`config.mk`:
```
export PLATFORM = sky130hd
export DESIGN_NAME = tmr_irq_arb
export DESIGN_NICKNAME = d
export VERILOG_FILES = /design/src/rtl/tmr_irq_pkg.sv /design/src/rtl/tmr_irq_regs.sv /design/src/rtl/tmr_irq_pick.sv /design/src/rtl/tmr_irq_arb.sv
export SDC_FILE = /design/constraint.sdc
export NUM_CORES = 1
export LEC_CHECK = 0
export ABC_CLOCK_PERIOD_IN_PS = 6300
export BUFFER_PORTS_ARGS = -buffer_cell sky130_fd_sc_hd__buf_2
export CAP_MARGIN = 20
export CORE_ASPECT_RATIO = 0.7
export CORE_MARGIN = 2
export CORE_UTILIZATION = 34
export DETAILED_ROUTE_END_ITERATION = 16
export PLACE_DENSITY = 0.72
export SLEW_MARGIN = 5
export SYNTH_ARGS = -nofsm -noshare
export SYNTH_HDL_FRONTEND = slang
export SYNTH_HIERARCHICAL = 1
export SYNTH_SLANG_ARGS = --single-unit
```
`constraint.sdc`:
```
create_clock -name clk -period 6.3 [get_ports clk]
set_input_delay 1.575 -clock clk [delete_from_list [all_inputs] [get_ports clk]]
set_output_delay 1.575 -clock clk [all_outputs]
set_load 0.005 [all_outputs]
```
`src/rtl/tmr_irq_pkg.sv`:
```
package tmr_irq_pkg;
   localparam int unsigned OFS_FLAG  = 'h00;
   localparam int unsigned OFS_MASK  = 'h02;
   localparam int unsigned OFS_LVL0  = 'h0E;
   localparam int unsigned FIELD_LSB = 9;
   localparam int unsigned LVL_HI    = 8;

   // level register slot: channel k uses slot k+1, two slots per register
   function automatic int unsigned lvl_reg_ofs(input int unsigned ch);
      return OFS_LVL0 + 2 * ((ch + 1) / 2);
   endfunction

   function automatic int unsigned lvl_bit_lsb(input int unsigned ch);
      return (((ch + 1) % 2) == 1) ? LVL_HI : 0;
   endfunction
endpackage

```
`src/rtl/tmr_irq_regs.sv`:
```
module tmr_irq_regs
   import tmr_irq_pkg::*;
#(
   parameter int unsigned NCH    = 3,
   parameter int unsigned LVL_W  = 3,
   parameter int unsigned DATA_W = 16,
   parameter int unsigned ADDR_W = 5
) (
   input  logic                 clk,
   input  logic                 rst_n,
   input  logic [NCH-1:0]       uf_pulse,
   input  logic [ADDR_W-1:0]    bus_addr,
   input  logic                 bus_we,
   input  logic [DATA_W-1:0]    bus_wdata,
   output logic [DATA_W-1:0]    bus_rdata,
   output logic [NCH-1:0]       flags,
   output logic [NCH-1:0]       masks,
   output logic [NCH*LVL_W-1:0] levels
);
   logic hit_flag, hit_mask;
   logic [DATA_W-1:0] rd_lvl [NCH];

   assign hit_flag = (bus_addr == ADDR_W'(OFS_FLAG));
   assign hit_mask = (bus_addr == ADDR_W'(OFS_MASK));

   for (genvar k = 0; k < NCH; k++) begin : g_ch
      localparam int unsigned OFS = lvl_reg_ofs(k);
      localparam int unsigned LSB = lvl_bit_lsb(k);
      logic             f_q, m_q;
      logic [LVL_W-1:0] l_q;
      logic             hit_l;

      assign hit_l = (bus_addr == ADDR_W'(OFS));

      always_ff @(posedge clk or negedge rst_n) begin
         if (!rst_n) begin
            f_q <= 1'b0;
            m_q <= 1'b0;
            l_q <= '0;
         end else begin
            f_q <= (f_q & ~(bus_we & hit_flag & bus_wdata[FIELD_LSB+k])) | uf_pulse[k];
            if (bus_we && hit_mask) m_q <= bus_wdata[FIELD_LSB+k];
            if (bus_we && hit_l)    l_q <= bus_wdata[LSB +: LVL_W];
         end
      end

      assign flags[k]                = f_q;
      assign masks[k]                = m_q;
      assign levels[k*LVL_W +: LVL_W] = l_q;
      assign rd_lvl[k] = hit_l ? (DATA_W'(l_q) << LSB) : '0;
   end

   always_comb begin
      bus_rdata = '0;
      if (hit_flag) bus_rdata[FIELD_LSB +: NCH] = flags;
      if (hit_mask) bus_rdata[FIELD_LSB +: NCH] = masks;
      for (int k = 0; k < NCH; k++) bus_rdata = bus_rdata | rd_lvl[k];
   end
endmodule

```
`src/rtl/tmr_irq_pick.sv`:
```
module tmr_irq_pick #(
   parameter int unsigned NCH   = 3,
   parameter int unsigned LVL_W = 3,
   parameter int unsigned IDX_W = 2
) (
   input  logic [NCH-1:0]       cand,
   input  logic [NCH*LVL_W-1:0] levels,
   output logic                 win_valid,
   output logic [IDX_W-1:0]     win_idx,
   output logic [LVL_W-1:0]     win_lvl
);
   // scan upward; a later channel replaces only on a strictly higher level
   always_comb begin
      win_valid = 1'b0;
      win_idx   = '0;
      win_lvl   = '0;
      for (int k = 0; k < NCH; k++) begin
         if (cand[k] && (!win_valid || levels[k*LVL_W +: LVL_W] > win_lvl)) begin
            win_valid = 1'b1;
            win_idx   = IDX_W'(k);
            win_lvl   = levels[k*LVL_W +: LVL_W];
         end
      end
   end
endmodule

```
`src/rtl/tmr_irq_arb.sv`:
```
module tmr_irq_arb
   import tmr_irq_pkg::*;
#(
   parameter int unsigned NCH        = 3,
   parameter int unsigned LVL_W      = 3,
   parameter int unsigned DATA_W     = 16,
   parameter int unsigned ADDR_W     = 5,
   parameter int unsigned VEC_W      = 8,
   parameter int unsigned VADDR_W    = 16,
   parameter int unsigned VEC_BASE   = 13,
   parameter int unsigned VADDR_BASE = 'h8000
) (
   input  logic                 clk,
   input  logic                 rst_n,
   input  logic [NCH-1:0]       uf_pulse,
   input  logic [ADDR_W-1:0]    bus_addr,
   input  logic                 bus_we,
   input  logic [DATA_W-1:0]    bus_wdata,
   output logic [DATA_W-1:0]    bus_rdata,
   input  logic                 cpu_ie,
   input  logic [LVL_W-1:0]     cpu_lvl,
   output logic                 irq_req,
   output logic [LVL_W-1:0]     irq_lvl,
   output logic [VEC_W-1:0]     irq_vec_num,
   output logic [VADDR_W-1:0]   irq_vec_addr
);
   localparam int unsigned IDX_W = (NCH > 1) ? $clog2(NCH) : 1;

   if (NCH < 1 || FIELD_LSB + NCH > DATA_W) begin : g_bad_nch
      $error("tmr_irq_arb: channel field does not fit the data width");
   end
   if (LVL_W < 1 || LVL_W > LVL_HI || LVL_HI + LVL_W > DATA_W) begin : g_bad_lvl
      $error("tmr_irq_arb: level field does not fit its slot");
   end
   if (lvl_reg_ofs(NCH - 1) >= (1 << ADDR_W)) begin : g_bad_addr
      $error("tmr_irq_arb: address width too small for level registers");
   end
   if (VEC_BASE + NCH > (1 << VEC_W)) begin : g_bad_vec
      $error("tmr_irq_arb: vector numbers exceed VEC_W");
   end

   logic [NCH-1:0]       flags, masks;
   logic [NCH*LVL_W-1:0] levels;
   logic                 win_valid;
   logic [IDX_W-1:0]     win_idx;
   logic [LVL_W-1:0]     win_lvl;
   logic [VEC_W-1:0]     vec_num_d;
   logic [VADDR_W-1:0]   vec_addr_d;
   logic                 req_d;

   tmr_irq_regs #(
      .NCH(NCH), .LVL_W(LVL_W), .DATA_W(DATA_W), .ADDR_W(ADDR_W)
   ) u_regs (
      .clk(clk), .rst_n(rst_n), .uf_pulse(uf_pulse),
      .bus_addr(bus_addr), .bus_we(bus_we), .bus_wdata(bus_wdata),
      .bus_rdata(bus_rdata), .flags(flags), .masks(masks), .levels(levels)
   );

   tmr_irq_pick #(
      .NCH(NCH), .LVL_W(LVL_W), .IDX_W(IDX_W)
   ) u_pick (
      .cand(flags & masks), .levels(levels),
      .win_valid(win_valid), .win_idx(win_idx), .win_lvl(win_lvl)
   );

   assign vec_num_d  = win_valid ? VEC_W'(VEC_BASE) + VEC_W'(win_idx) : '0;
   assign vec_addr_d = win_valid ? VADDR_W'(VADDR_BASE) + (VADDR_W'(vec_num_d) << 2) : '0;
   assign req_d      = cpu_ie && win_valid && (win_lvl > cpu_lvl);

   always_ff @(posedge clk or negedge rst_n) begin
      if (!rst_n) begin
         irq_req      <= 1'b0;
         irq_lvl      <= '0;
         irq_vec_num  <= '0;
         irq_vec_addr <= '0;
      end else begin
         irq_req      <= req_d;
         irq_lvl      <= win_valid ? win_lvl : '0;
         irq_vec_num  <= vec_num_d;
         irq_vec_addr <= vec_addr_d;
      end
   end
endmodule

```
After elaboration in Yosys (flattened, before gate mapping)
Cells that the tools add are included.
{"block": "word_totals", "mem_count": 0, "output_inout_bits": 44, "wordCells": 66, "rom_bits": 0, "register_bits": 40, "mem_bits_rw": 0, "inputBits": 31, "latchBits": 0}
{"block": "op_classes", "n_shift": 0, "div": 0, "bitwise_logic": 17, "n_addsub": 2, "eq_ne": 3, "order_cmp": 3, "mux": 16, "reduce_logical": 12, "n_mul": 0}
{"operator": "bitwise OR 16 bit", "count": 2}
{"operator": "two-way mux 11 bit", "count": 2}
{"operator": "two-way mux 3 bit", "count": 7}
{"operator": "adder 16 x 7 -> 16 bit, first input constant", "count": 1}
{"operator": "two-way mux 16 bit", "count": 1}
{"operator": "bitwise OR 12 x 16 -> 16 bit", "count": 1}
{"operator": "greater-than comparator 3 bit", "count": 3}
{"operator": "bitwise AND 1 bit", "count": 7}
{"operator": "logical AND 1 bit", "count": 7}
{"operator": "adder 4 x 2 -> 5 bit, first input constant", "count": 1}
{"operator": "== test 5 x 2 -> 1 bit, second input constant", "count": 1}
{"operator": "== test 5 x 4 -> 1 bit, second input constant", "count": 1}
{"operator": "== test 5 bit, second input constant", "count": 1}
{"operator": "zero test 5 bit", "count": 1}
{"operator": "two-way mux 5 bit", "count": 1}
{"operator": "two-way mux 1 bit", "count": 4}
{"operator": "bitwise AND 3 bit", "count": 1}
{"operator": "inverter 1 bit", "count": 3}
{"operator": "bitwise OR 1 bit", "count": 3}
{"operator": "zero test 1 bit", "count": 2}
{"operator": "logical OR 1 bit", "count": 2}
{"operator": "two-way mux 2 bit", "count": 1}

Depth between registers and ports, before layout
{"block": "depth", "word_depth": 14, "mapped_depth": 18, "ltp_nobuf": 17}

Hierarchy
The synthesis kept the hierarchy.
{"module": "tmr_irq_regs", "seq_area_each_um2": 375.4, "cells_each": 74, "n_inst": 1, "area_each_um2": 869.6}
{"module": "tmr_irq_arb", "seq_area_each_um2": 225.2, "cells_each": 50, "n_inst": 1, "area_each_um2": 523.0}
{"module": "tmr_irq_pick", "seq_area_each_um2": 0.0, "cells_each": 45, "n_inst": 1, "area_each_um2": 334.1}

Worst setup path before layout
OpenSTA, ideal clock, no wires.
{"block": "synth_path", "path_type": "input to output", "from": "input port bus_addr[4]", "to": "output port bus_rdata[10]", "t_required_ps": 4725, "setup_slack_ps": 2364, "stages": 3, "n_path_buf": 0, "t_arrival_ps": 2361, "cell_sequence": "or4_4 > nor2_1 > a221o_1"}
{"block": "synth_via", "elab_chain_len": 6, "elab_cells_between_ends": 11, "classes_between": "eq/ne (3); mux (4); bitwise (3); reduce/logical (1)"}
{"item": "start: declaration", "line": "tmr_irq_arb.sv:16", "rtl": "input logic [ADDR_W-1:0] bus_addr,"}
{"item": "zero test 5 bit", "line": "tmr_irq_regs.sv:23", "rtl": "assign hit_flag = (bus_addr == ADDR_W'(OFS_FLAG));"}
{"item": "two-way mux 3 bit", "line": "tmr_irq_regs.sv:55", "rtl": "if (hit_flag) bus_rdata[FIELD_LSB +: NCH] = flags;"}
{"item": "two-way mux 3 bit", "line": "tmr_irq_regs.sv:56", "rtl": "if (hit_mask) bus_rdata[FIELD_LSB +: NCH] = masks;"}
{"item": "bitwise OR 12 x 16 -> 16 bit", "line": "tmr_irq_regs.sv:57", "rtl": "for (int k = 0; k < NCH; k++) bus_rdata = bus_rdata | rd_lvl[k];"}
{"item": "bitwise OR 16 bit", "line": "tmr_irq_regs.sv:57"}
{"item": "bitwise OR 16 bit *", "line": "tmr_irq_regs.sv:57"}
{"item": "end: declaration", "line": "tmr_irq_arb.sv:19", "rtl": "output logic [DATA_W-1:0] bus_rdata,"}
Every way passes the cells marked *; elsewhere a longest branch is shown, timed or not.

Worst setup path after layout
{"block": "layout_path", "from": "input port bus_addr[4]", "to": "output port bus_rdata[9]"}
The elaborated chain is that of the path after synthesis.

==> results.toml <==
[power]
p_sw_share_pct = 34.05
seqPwrFrac_pct = 40.5
vdd_drop_max_mv = 0.06880
power_density_nw_per_um2 = 272.3
clkPwrFrac_pct = 20.4
comb_power_share_pct = 39.1
p_sw_uw = 174.3
p_int_uw = 337.5
p_leak_nw = 0.9472

[floorplan]
io_pins = 75
num_rows = 21
die_h_um = 63.62
die_w_um = 89.18
start_util_pct = 35.71
coreArea_sq_um = 4835
dieArea_sq_um = 5673

[cts]
tritoncts = "yes"
clk_pin_slew_ns = 0.08
clock-root-buffer = "clkbuf_8"
cts_setup_buffers = 0
clockBufferDepth = 2
h-tree-depth = 1
insertion_delay_ns = 0.27
cts.sinks = 24
cts_buffers = 3
cts.repair.resized = 0
hold_buffers = 0

[worst_setup_path]
crit_type = "in -> out"
endpoint_kind = "primary output"
critPathArrivalTime_ns = 2.63
crit_path_start = "bus_addr[4]"
required_ns = 4.72
r2r_start = "u_regs/g_ch[0].f_q"
critPathMaxFanout = 4
cp-start-kind = "input pin"

[final_layout]
stdcell_count = 268
regArea_sq_um = 600.6
utilization_pct = 38.87
drive_gt1_share_pct = 35.18
nFillCells = 503
synthToLayoutAreaGrowth_pct = 8.840
multi_input_area_sq_um = 888.4
antenna_cells = 0
fin_nets = 241

[yosys]
synth_seq_cells = 24
synthFlopType = "dfrtp_1"
syn_avg_cell_area_sq_um = 10.22
netlist_instances = 169
synth.cell_area_sq_um = 1727
yosysUniqueCellTypes = 37
yosysSeqAreaShare_pct = 34.78
async_flop_share_pct = 100.0
synth_edf_count = 0
ys_warn_count = 6

[global_route]
grt_max_degree = 25
grt_util_all_layers_pct = 11.78
antenna_found_initial = 0
grt_pass1_vias = 1104
grt_pass1_wl_um = 5161
gr-total-overflow = 0

[detailed_routing]
initialDrtViolationCount = 48
ant_nets = 0
drc = 0
vias = 1207
viasPerCell = 4.504
drt_pass1_iterations = 4
routed_wl_um = 3117
wl_per_cell_um = 11.63

[timing]
setup_tns_ns = 0
min_period_over_period_pct = 66.80
fmax_mhz = 237.6
finClkSkew_ns = 0.006317
finalCriticalPeriod_ns = 4.209
rsz0062_at_grt = "no"
worst_pin_slew_ns = 0.5376
setup_viol = 0
hold_viol_final = 0
slew_violations = 0
max-slew-margin-rel_pct = 63.86

[placed_design]
dp_hpwl_um = 2585
io_buffers = 43
place_inst = 264
place_congestion = 0.7836

[outcome]
status = "complete, no violations"

[min_path]
worstHoldPathType = "reg -> reg"
hp-start = "u_regs/g_ch[1].f_q"

[run]
maxCapViolations = 0
-- worst max-delay path, cell delays in order --
cell	delay [ns]
buf_2	0.12
or4_4	0.57
nor2_1	0.12
a221o_1	0.13
buf_2	0.12
-- power groups by stage --
stage | clock network [mW] | logic [mW] | registers (mW)
2_1_floorplan | 0 | 0.166 | 0.209
3_3_place_gp | 0 | 0.194 | 0.209
3_5_place_dp | 0 | 0.201 | 0.211
4_1_cts | 0.110 | 0.201 | 0.207
5_1_grt | 0.115 | 0.229 | 0.212
6_report | 0.105 | 0.200 | 0.207
-- placed cells by master, fill, tap and decap left out, drive strengths merged, types with 2 or more instances in the layout --
cell,n
mux2,12
conb,22
mux2i,3
a21o,6
and3,2
a221o,2
nand2b,2
nor2b,4
nand2,7
inv,9
a311oi,4
nor2,6
and2,15
nand3,4
buf,43
ha,10
a31oi,3
clkbuf,4
o21ai,3
dfrtp,24
o211ai,3
-- path summary, 6_finish.rpt --
kind                                         end  slack (ns)  cells past startpoint
setup / recovery                    bus_rdata[9]        2.09                      5
hold / removal                u_regs/g_ch[1].f_q        0.51                      1
setup reg to reg                         irq_req        2.42                     16
hold reg to reg               u_regs/g_ch[1].f_q        0.51                      1
max in group asynchronous     u_regs/g_ch[1].f_q        4.68                      1
min in group asynchronous  u_regs/g_ch[1].l_q[2]        1.27                      1
-- area by class of cell --
| cell class | count | share of cell area (%) |
|---|---|---|
| flip-flops and latches | 24 | 31.96 |
| clock buffers | 4 | 2.929 |
| multi-input cells | 119 | 47.27 |
| repair buffers | 43 | 11.45 |
| inverters | 9 | 1.798 |
| well taps | 69 | 4.594 |
-- logic make-up after synthesis --
family                     count (synthesis)  synth area share (%)
AOI/OAI and AO/OA                         26                 12.54
buffers and inverters                     46                 18.12
DFF                                       24                 34.78
other                                      2                0.4349
muxes                                     15                 9.565
and+or+nand+nor                           46                 17.32
adders and majority gates                 10                 7.246
-- state kept, by name, indices dropped and copies added (netlist names) --
register	count
irq_vec_num	1
u_regs/g_ch.m_q	3
u_regs/g_ch.l_q	9
irq_vec_addr	4
irq_req	1
irq_lvl	3
u_regs/g_ch.f_q	3
-- layer usage --
metal  track usage (%)  up-vias  routed length [um]
li1                  -      601                   -
met1             16.55      564                1502
met2             17.78       40                1377
met3             3.801        2                 213
met4             2.239        0                  23
met5                 0        -                   0
-- metrics by stage --
step / area (sq um) / power (mW) / hold slack, ns / setup WS, ns
final: 1879 / 0.5118 / 0.5139 / 2.091
after floorplan: 1802 / 0.3753 / 0.4719 / 2.364
after global placement: 1824 / 0.4031 / 0.4836 / 2.076
after global routing: 1879 / 0.5555 / 0.5426 / 1.962
after CTS: 1879 / 0.5190 / 0.5151 / 2.080
after detailed placement: 1824 / 0.4117 / 0.4921 / 2.080
-- synthesized netlist by cell type, types with 2 or more instances --
library cell  instances  area share (%)
a221o_1               2             1.2
dfrtp_1              24              35
ha_1                 10             7.2
buf_4                35              15
mux2i_1               3             1.7
nand3_1               4             1.2
a21o_2                2             1.0
mux2_2               12             7.8
a311oi_1              4             2.0
o211ai_1              3             1.3
o21ai_0               2            0.58
a21o_1                4             1.7
conb_1                2            0.43
nor2_1                5             1.1
and3_1                2            0.72
nand2_1               6             1.3
and2_1               15             5.4
inv_1                 9             2.0
a31oi_1               3             1.1
nor2b_1               4             1.4
nand2b_1              2            0.72
No activity file was read; power rests on OpenSTA's default activity.
